### config.mk
export PLATFORM = sky130hd
export DESIGN_NAME = manchester_rx
export DESIGN_NICKNAME = d
export VERILOG_FILES = /design/src/rtl/mrx_pkg.sv /design/src/rtl/mrx_line_in.sv /design/src/rtl/mrx_sync_det.sv /design/src/rtl/mrx_phase_gen.sv /design/src/rtl/mrx_bit_engine.sv /design/src/rtl/manchester_rx.sv
export SDC_FILE = /design/constraint.sdc
export NUM_CORES = 1
export LEC_CHECK = 0
export ABC_AREA = 1
export BUFFER_PORTS_ARGS = -buffer_cell sky130_fd_sc_hd__buf_2
export CORE_MARGIN = 3
export CORE_UTILIZATION = 40
export CTS_CLUSTER_DIAMETER = 150
export CTS_CLUSTER_SIZE = 30
export DETAILED_ROUTE_END_ITERATION = 8
export PLACE_DENSITY = 0.56
export REMOVE_ABC_BUFFERS = 1
export SLEW_MARGIN = 15
export SYNTH_ARGS = -nofsm -noshare
export SYNTH_HDL_FRONTEND = slang
export SYNTH_HIERARCHICAL = 1
export SYNTH_SLANG_ARGS = --single-unit
### constraint.sdc
create_clock -name clk_12x -period 1.6 [get_ports clk_12x]
set_input_delay 0 -clock clk_12x [delete_from_list [all_inputs] [get_ports clk_12x]]
set_output_delay 0 -clock clk_12x [all_outputs]
set_load 0.01 [all_outputs]
### src/rtl/mrx_pkg.sv
package mrx_pkg;
  // Default oversampling ratio, word size and sync length tolerance.
  parameter int unsigned DEF_OVS       = 12;
  parameter int unsigned DEF_DATA_BITS = 16;
  parameter int unsigned DEF_TOL       = 2;

  typedef struct packed {
    logic hit;  // a legal sync was just completed
    logic cmd;  // its first half was level 1
  } mrx_sync_t;
endpackage

### src/rtl/mrx_line_in.sv
module mrx_line_in (
  input  logic clk,
  input  logic rst,
  input  logic line_pos,
  input  logic line_neg,
  input  logic line_uni,
  input  logic drst,
  output logic lvl,
  output logic lvl_d,
  output logic drst_r
);
  // Bipolar: pos wins. Unipolar: neg held high lets uni through.
  always_ff @(posedge clk or posedge rst) begin
    if (rst) begin
      lvl    <= 1'b0;
      lvl_d  <= 1'b0;
      drst_r <= 1'b0;
    end else begin
      lvl    <= line_pos | (line_neg & line_uni);
      lvl_d  <= lvl;
      drst_r <= drst;
    end
  end
endmodule

### src/rtl/mrx_sync_det.sv
module mrx_sync_det
  import mrx_pkg::*;
#(
  parameter int unsigned OVS = DEF_OVS,
  parameter int unsigned TOL = DEF_TOL
) (
  input  logic      clk,
  input  logic      rst,
  input  logic      lvl,
  input  logic      lvl_d,
  output mrx_sync_t sync
);
  localparam int unsigned HALF = (OVS * 3) / 2;
  localparam int unsigned SMIN = HALF - TOL;
  localparam int unsigned SMAX = HALF + TOL;
  localparam int unsigned CW   = $clog2(SMAX + 2) + 1;
  localparam logic [CW-1:0] C_MIN  = CW'(SMIN);
  localparam logic [CW-1:0] C_MAX  = CW'(SMAX);
  localparam logic [CW-1:0] C_TRIG = CW'(SMIN - 1);

  logic [CW-1:0] cnt;   // samples in the current run
  logic [CW-1:0] flen;  // length of the run that preceded it
  logic          fpol;  // level of that preceding run
  logic          flip;

  assign flip = lvl ^ lvl_d;

  always_ff @(posedge clk or posedge rst) begin
    if (rst) begin
      cnt  <= '0;
      flen <= '0;
      fpol <= 1'b0;
    end else if (flip) begin
      flen <= cnt;
      fpol <= lvl_d;
      cnt  <= CW'(1);
    end else if (cnt != '1) begin
      cnt <= cnt + 1'b1;
    end
  end

  // Second half reaches its minimum length after a first half in window.
  assign sync.hit = !flip && (cnt == C_TRIG) && (flen >= C_MIN) && (flen <= C_MAX);
  assign sync.cmd = fpol;

  a_r3_run_saturates: assert property (@(posedge clk) disable iff (rst)
    (cnt == '1 && !flip) |=> (cnt == '1));
endmodule

### src/rtl/mrx_phase_gen.sv
module mrx_phase_gen
  import mrx_pkg::*;
#(
  parameter int unsigned OVS = DEF_OVS,
  parameter int unsigned TOL = DEF_TOL
) (
  input  logic                   clk,
  input  logic                   rst,
  input  logic                   relock,
  output logic [$clog2(OVS)-1:0] ph,
  output logic                   sclk
);
  localparam int unsigned PW = $clog2(OVS);
  // Loaded one cycle after the hit so that phase 0 lands 1.5 bits after the mid-sync edge.
  localparam logic [PW-1:0] P_LOAD = PW'(OVS - TOL);
  localparam logic [PW-1:0] P_LAST = PW'(OVS - 1);
  localparam logic [PW-1:0] P_HALF = PW'(OVS / 2);

  always_ff @(posedge clk or posedge rst) begin
    if (rst)                ph <= '0;
    else if (relock)        ph <= P_LOAD;
    else if (ph == P_LAST)  ph <= '0;
    else                    ph <= ph + 1'b1;
  end

  assign sclk = (ph < P_HALF);

  a_r2_phase_range: assert property (@(posedge clk) disable iff (rst)
    ph <= P_LAST);
  a_r2_relock_low: assert property (@(posedge clk) disable iff (rst)
    relock |=> !sclk);
endmodule

### src/rtl/mrx_bit_engine.sv
module mrx_bit_engine
  import mrx_pkg::*;
#(
  parameter int unsigned OVS       = DEF_OVS,
  parameter int unsigned DATA_BITS = DEF_DATA_BITS
) (
  input  logic                   clk,
  input  logic                   rst,
  input  logic                   lvl,
  input  logic                   drst_r,
  input  mrx_sync_t              sync,
  input  logic [$clog2(OVS)-1:0] ph,
  output logic                   relock,
  output logic                   nrz_out,
  output logic                   take_data,
  output logic                   cmd_sync,
  output logic                   word_ok
);
  localparam int unsigned PW   = $clog2(OVS);
  localparam int unsigned DONE = DATA_BITS + 2;
  localparam int unsigned BW   = $clog2(DONE + 1);
  localparam logic [PW-1:0] P_Q1   = PW'(OVS / 4);
  localparam logic [PW-1:0] P_Q3   = PW'((OVS * 3) / 4);
  localparam logic [PW-1:0] P_Q3N  = PW'((OVS * 3) / 4 + 1);
  localparam logic [PW-1:0] P_LAST = PW'(OVS - 1);
  localparam logic [BW-1:0] B_ONE  = BW'(1);
  localparam logic [BW-1:0] B_PAR  = BW'(DATA_BITS);
  localparam logic [BW-1:0] B_TEND = BW'(DATA_BITS + 1);
  localparam logic [BW-1:0] B_DONE = BW'(DONE);

  logic          busy, h1, prev, sdo_r, take_r, ok_r, ok_pend, err, par, cmd_r;
  logic [BW-1:0] bidx;
  logic          rst_edge, bad;

  assign rst_edge = drst_r && (ph == P_LAST);
  assign relock   = sync.hit && !busy && !rst_edge;
  assign bad      = (h1 == lvl);

  always_ff @(posedge clk or posedge rst) begin
    if (rst) begin
      busy <= 1'b0; h1 <= 1'b0; prev <= 1'b0; sdo_r <= 1'b0;
      take_r <= 1'b0; ok_r <= 1'b0; ok_pend <= 1'b0;
      err <= 1'b0; par <= 1'b0; cmd_r <= 1'b0; bidx <= '0;
    end else if (rst_edge) begin
      busy <= 1'b0; take_r <= 1'b0; ok_r <= 1'b0; bidx <= '0;
    end else if (relock) begin
      busy <= 1'b1; bidx <= '0; err <= 1'b0; par <= 1'b0;
      take_r <= 1'b0; ok_r <= 1'b0; cmd_r <= sync.cmd;
    end else if (busy) begin
      if (ph == P_Q1) h1 <= lvl;
      if (ph == P_Q3) begin
        bidx <= bidx + 1'b1;
        if (bidx <= B_PAR) begin
          err   <= err | bad;
          par   <= par ^ h1;
          prev  <= h1;
          sdo_r <= prev;   // output runs one bit behind the line
        end
        if (bidx == B_ONE) take_r  <= !(err | bad);
        if (bidx == B_PAR) ok_pend <= !(err | bad) && (par ^ h1);
        if (bidx == B_TEND) begin
          take_r <= 1'b0;
          ok_r   <= ok_pend;
        end
        if (bidx == B_DONE) begin
          ok_r <= 1'b0;
          busy <= 1'b0;
        end
      end
    end
  end

  assign take_data = take_r;
  assign nrz_out   = sdo_r & take_r;
  assign cmd_sync  = cmd_r & take_r;
  assign word_ok   = ok_r;

  a_r6_take_rise_phase: assert property (@(posedge clk) disable iff (rst)
    $rose(take_r) |-> (ph == P_Q3N));
  a_r7_take_needs_clean: assert property (@(posedge clk) disable iff (rst)
    $rose(take_r) |-> !err);
  a_r8_ok_follows_take: assert property (@(posedge clk) disable iff (rst)
    $rose(ok_r) |-> $fell(take_r));
  a_r3_start_from_sync: assert property (@(posedge clk) disable iff (rst)
    $rose(busy) |-> $past(sync.hit));
  a_r9_reset_idles: assert property (@(posedge clk) disable iff (rst)
    rst_edge |=> (!busy && !take_r && !ok_r));
endmodule

### src/rtl/manchester_rx.sv
module manchester_rx
  import mrx_pkg::*;
#(
  parameter int unsigned OVS       = DEF_OVS,
  parameter int unsigned DATA_BITS = DEF_DATA_BITS,
  parameter int unsigned TOL       = DEF_TOL
) (
  input  logic clk_12x,
  input  logic mrst,
  input  logic drst,
  input  logic line_pos,
  input  logic line_neg,
  input  logic line_uni,
  output logic shift_clk,
  output logic nrz_out,
  output logic take_data,
  output logic cmd_sync,
  output logic word_ok
);
  localparam int unsigned PW = $clog2(OVS);

  logic          lvl, lvl_d, drst_r, relock;
  logic [PW-1:0] ph;
  mrx_sync_t     sync;

  mrx_line_in u_line (
    .clk(clk_12x), .rst(mrst), .line_pos(line_pos), .line_neg(line_neg),
    .line_uni(line_uni), .drst(drst), .lvl(lvl), .lvl_d(lvl_d), .drst_r(drst_r)
  );

  mrx_sync_det #(.OVS(OVS), .TOL(TOL)) u_sync (
    .clk(clk_12x), .rst(mrst), .lvl(lvl), .lvl_d(lvl_d), .sync(sync)
  );

  mrx_phase_gen #(.OVS(OVS), .TOL(TOL)) u_phase (
    .clk(clk_12x), .rst(mrst), .relock(relock), .ph(ph), .sclk(shift_clk)
  );

  mrx_bit_engine #(.OVS(OVS), .DATA_BITS(DATA_BITS)) u_eng (
    .clk(clk_12x), .rst(mrst), .lvl(lvl), .drst_r(drst_r), .sync(sync), .ph(ph),
    .relock(relock), .nrz_out(nrz_out), .take_data(take_data),
    .cmd_sync(cmd_sync), .word_ok(word_ok)
  );

  a_r8_ok_excludes_take: assert property (@(posedge clk_12x) disable iff (mrst)
    !(take_data && word_ok));
  a_r4_cmd_held: assert property (@(posedge clk_12x) disable iff (mrst)
    (take_data && $past(take_data)) |-> $stable(cmd_sync));
endmodule

==> results.md <==
* DRT Pass-1 Iters at 4
* Final Hold Violating Endpoints at 0
* Crit-path cells: ha_4, nand2_4, nor2_8, nand2_1, nor2_1, inv_1, nor2_2, inv_2, buf_6, nand3_4, nand2_1, nand2_1, inv_1
* #FFs+latches synth at 35
* Leak at 1.20 nW
* Total GRT Usage at between 15 and 20%
* Syn Area/Cell at 7.92 um^2
* CP Data Required Time at 1.78 ns
* R2R Path Start: u_sync/cnt[1]$_DFFE_PP0P_
* Worst Path Arrival at 1.71 ns
* Largest net degree at the start of global routing at 20
* Routed WL at 3.58 mm
* Routability congestion estimate at between 0.8 and 0.9
* Die Wd at around 75 um
* Top cells by count, synth: 75 x nand2_1, 35 x dfrtp_1, 28 x inv_1
* Initial antenna violation count at 0
* Setup WS pre-CTS at -0.0422 ns
* Min-Delay Path Class: primary input to asynchronous set/reset pin
* Top-area cell type share of the netlist area at 46.5%
* # rows at 24
* Max Cap Violations at 0
* Worst-Margin Slew at 0.602 ns
* Vias in the first global route at 1446
* Placed Instances at 310
* Synth cell types at 28
* Tmin final at 1.52 ns
* Worst path depth at 13
* EDFF count, synth at 0
* Reg-to-reg endpoint: u_eng/word_ok$_DFFE_PP0P_
* Leading area contributor after synthesis: dfrtp_1
* Clock transition at the registers of the reported paths at 0.07 ns
* Layout cells sized above 1 at roughly 22%
* P&R area growth vs syn at 19.8%
* Fin util at 50.8%
* Initial Utilization at between 40 and 50%
* Worst-skew pair later-pin latency at 0.28 ns
* CP most frequent cell: nand2_1
* Detailed Place HPWL at 2.74 mm
* Critical path class: flip-flop to flip-flop
* Worst clock skew at 0.00323 ns
* Async SR Flop Fraction at 100%
* WP buf/inv at 4
* YS warnings at 6
* Number of I/O port buffers at 10
* Final Max Slew Viols at 0
* Cells after Synth at ~240
* Fmax achieved at ~660 MHz
* CTS Buf Count at 5
* # setup viols final at 0
* Top_reg_cell synth: dfrtp_1
* Root Driver: clkbuf_8
* Sequential element share of the synthesized area at 46.5%
* H-tree levels at 2
* IO Count at 11
* Nets at between 200 and 300
* Drt drc at 0
* CP max stage delay at 0.39 ns
* First-pass GRT wire length at 6.29 mm
* Crit-path max FO at 3
* Ant diodes at 0
* Synth area leaders: dfrtp_1 46%, nand2_1 15%, inv_1 5.6%
* Slowest CP cell: dfrtp_1
* Core Region at 4440 um^2
* Pwr Density at 815 nW/um^2
* Critical path's top delay family: simple AND/OR/NAND/NOR gates
* Reg2reg setup slack at ~0.079 ns
* RSZ-0062 raised after global routing: true
* Worst Reg-to-Reg Cells at 13
* Non-filler cells, final at between 300 and 400
* Setup slack after layout at 0.0787 ns
* Clock Path Buffers at 2
* Status: complete, no violations
* DR vias/cell at 4.60
* Crit. End Element: flip-flop
* Vias at 1490
* CP Launch Type: flip-flop
* Antenna Nets Post-Route at 0
* Most frequent cell after synthesis: nand2_1
* TNS Setup at 0 ns
* DIE AREA at 5570 um^2
* CTS Sinks at 35
* Die height at 74.6 um
* Slew HR at 59.8%
* Initial drt markers at 69
* Post-Synthesis Cell Area at between 1500 and 2000 um^2
* Routed len/inst at 11.0 um
* Peak supply drop at roughly 0.56 mV
* TritonCTS clock tree: yes
* Min Hold Slack at 0.144 ns
* Final period utilization at 95.1%
* Gr ovfl total at 0
==> worst max-delay path by stage <==
stage	from	end	slack, ns
2_1_floorplan	u_line/lvl$_DFF_PP0_	u_eng/par$_DFFE_PP0P_	-0.19
3_3_place_gp	u_sync/cnt[0]$_DFFE_PP0P_	u_eng/par$_DFFE_PP0P_	0.002
3_5_place_dp	u_sync/cnt[0]$_DFFE_PP0P_	u_eng/par$_DFFE_PP0P_	-0.04
4_1_cts	u_sync/cnt[1]$_DFFE_PP0P_	u_eng/word_ok$_DFFE_PP0P_	0.01
5_1_grt	u_sync/cnt[1]$_DFFE_PP0P_	u_phase/ph[2]$_DFF_PP0_	-0.08
6_report	u_sync/cnt[1]$_DFFE_PP0P_	u_eng/word_ok$_DFFE_PP0P_	0.08
==> cells in the final DEF (no fill, tap or decap) <==
cell type,instances
dlygate4sd3_1,4
buf_2,10
buf_4,15
nor3_1,2
dfrtp_1,35
or2_1,1
inv_2,5
nand3_2,1
nor2_1,20
buf_6,1
nand2_2,2
nand3_4,2
o21ai_2,1
nor2_8,1
nand2_1,74
clkbuf_1,1
clkbuf_8,7
nor2_4,3
ha_4,1
o21ai_1,9
a21oi_1,6
inv_1,28
clkinv_2,1
ha_1,5
o21bai_2,1
nand2_4,1
nand3_1,16
o21ai_0,4
nor2_2,6
xnor2_1,2
nand4_1,5
or2_2,2
==> final cells by class <==
type | instances | area [um^2]
flip-flops and latches | 35 | 876
inverters | 34 | 129
fillers | 436 | 2190
clock buffers | 8 | 100
well taps | 52 | 65.1
repair buffers | 30 | 214
multi-input cells | 165 | 873
==> repair_timing <==
item | in CTS | in global routing
pin swaps | 0 | 6
endpoints found under the hold margin | 37 | 0
buffers inserted | 0 | 2
resized for setup | 2 | 4
setup endpoints to repair | 5 | 8
hold buffers | 4 | 0
==> routing by layer <==
layer / up-vias / track usage (%) / wire (um)
met5: - / 0 / 0
li1: 802 / - / -
met4: 0 / 5.93 / 46
met3: 4 / 4.41 / 100
met1: 666 / 18.8 / 1680
met2: 18 / 24.8 / 1750
==> flip-flops by register name, indices dropped and copies added, names as in the netlist, 4 cells and up <==
| signal | count |
|---|---|
| u_sync/cnt | 6 |
| u_sync/flen | 6 |
| u_eng/bidx | 5 |
| u_phase/ph | 4 |
==> through the flow <==
stage	power, mW	instance area [um^2]
floorplan	1.07	1850
global placement	1.14	2070
detailed placement	1.14	2070
CTS	1.86	2220
global route	1.95	2260
finish	1.84	2260
==> worst min-delay path, delay by kind of cell <==
| kind | cells | cell delay [ns] |
|---|---|---|
| buf+inv | 3 | 0.77 |
==> where the power goes <==
| part | internal, mW | switching (mW) |
|---|---|---|
| logic | 0.0791 | 0.107 |
| registers | 0.925 | 0.0286 |
| clock network | 0.393 | 0.308 |
| total | 1.40 | 0.443 |
==> kinds of logic (layout without fill, tap and decap cells) <==
family | after synthesis | count (layout) | synth area share, %
AOI/OAI and AO/OA | 21 | 21 | 6.11
xor gates and xnor gates | 2 | 2 | 0.930
adders and majority gates | 6 | 6 | 3.98
buffers and inverters | 38 | 72 | 8.50
DFF | 35 | 35 | 46.5
and+or+nand+nor | 136 | 136 | 34.0
Power figures use the tool's default switching activity.
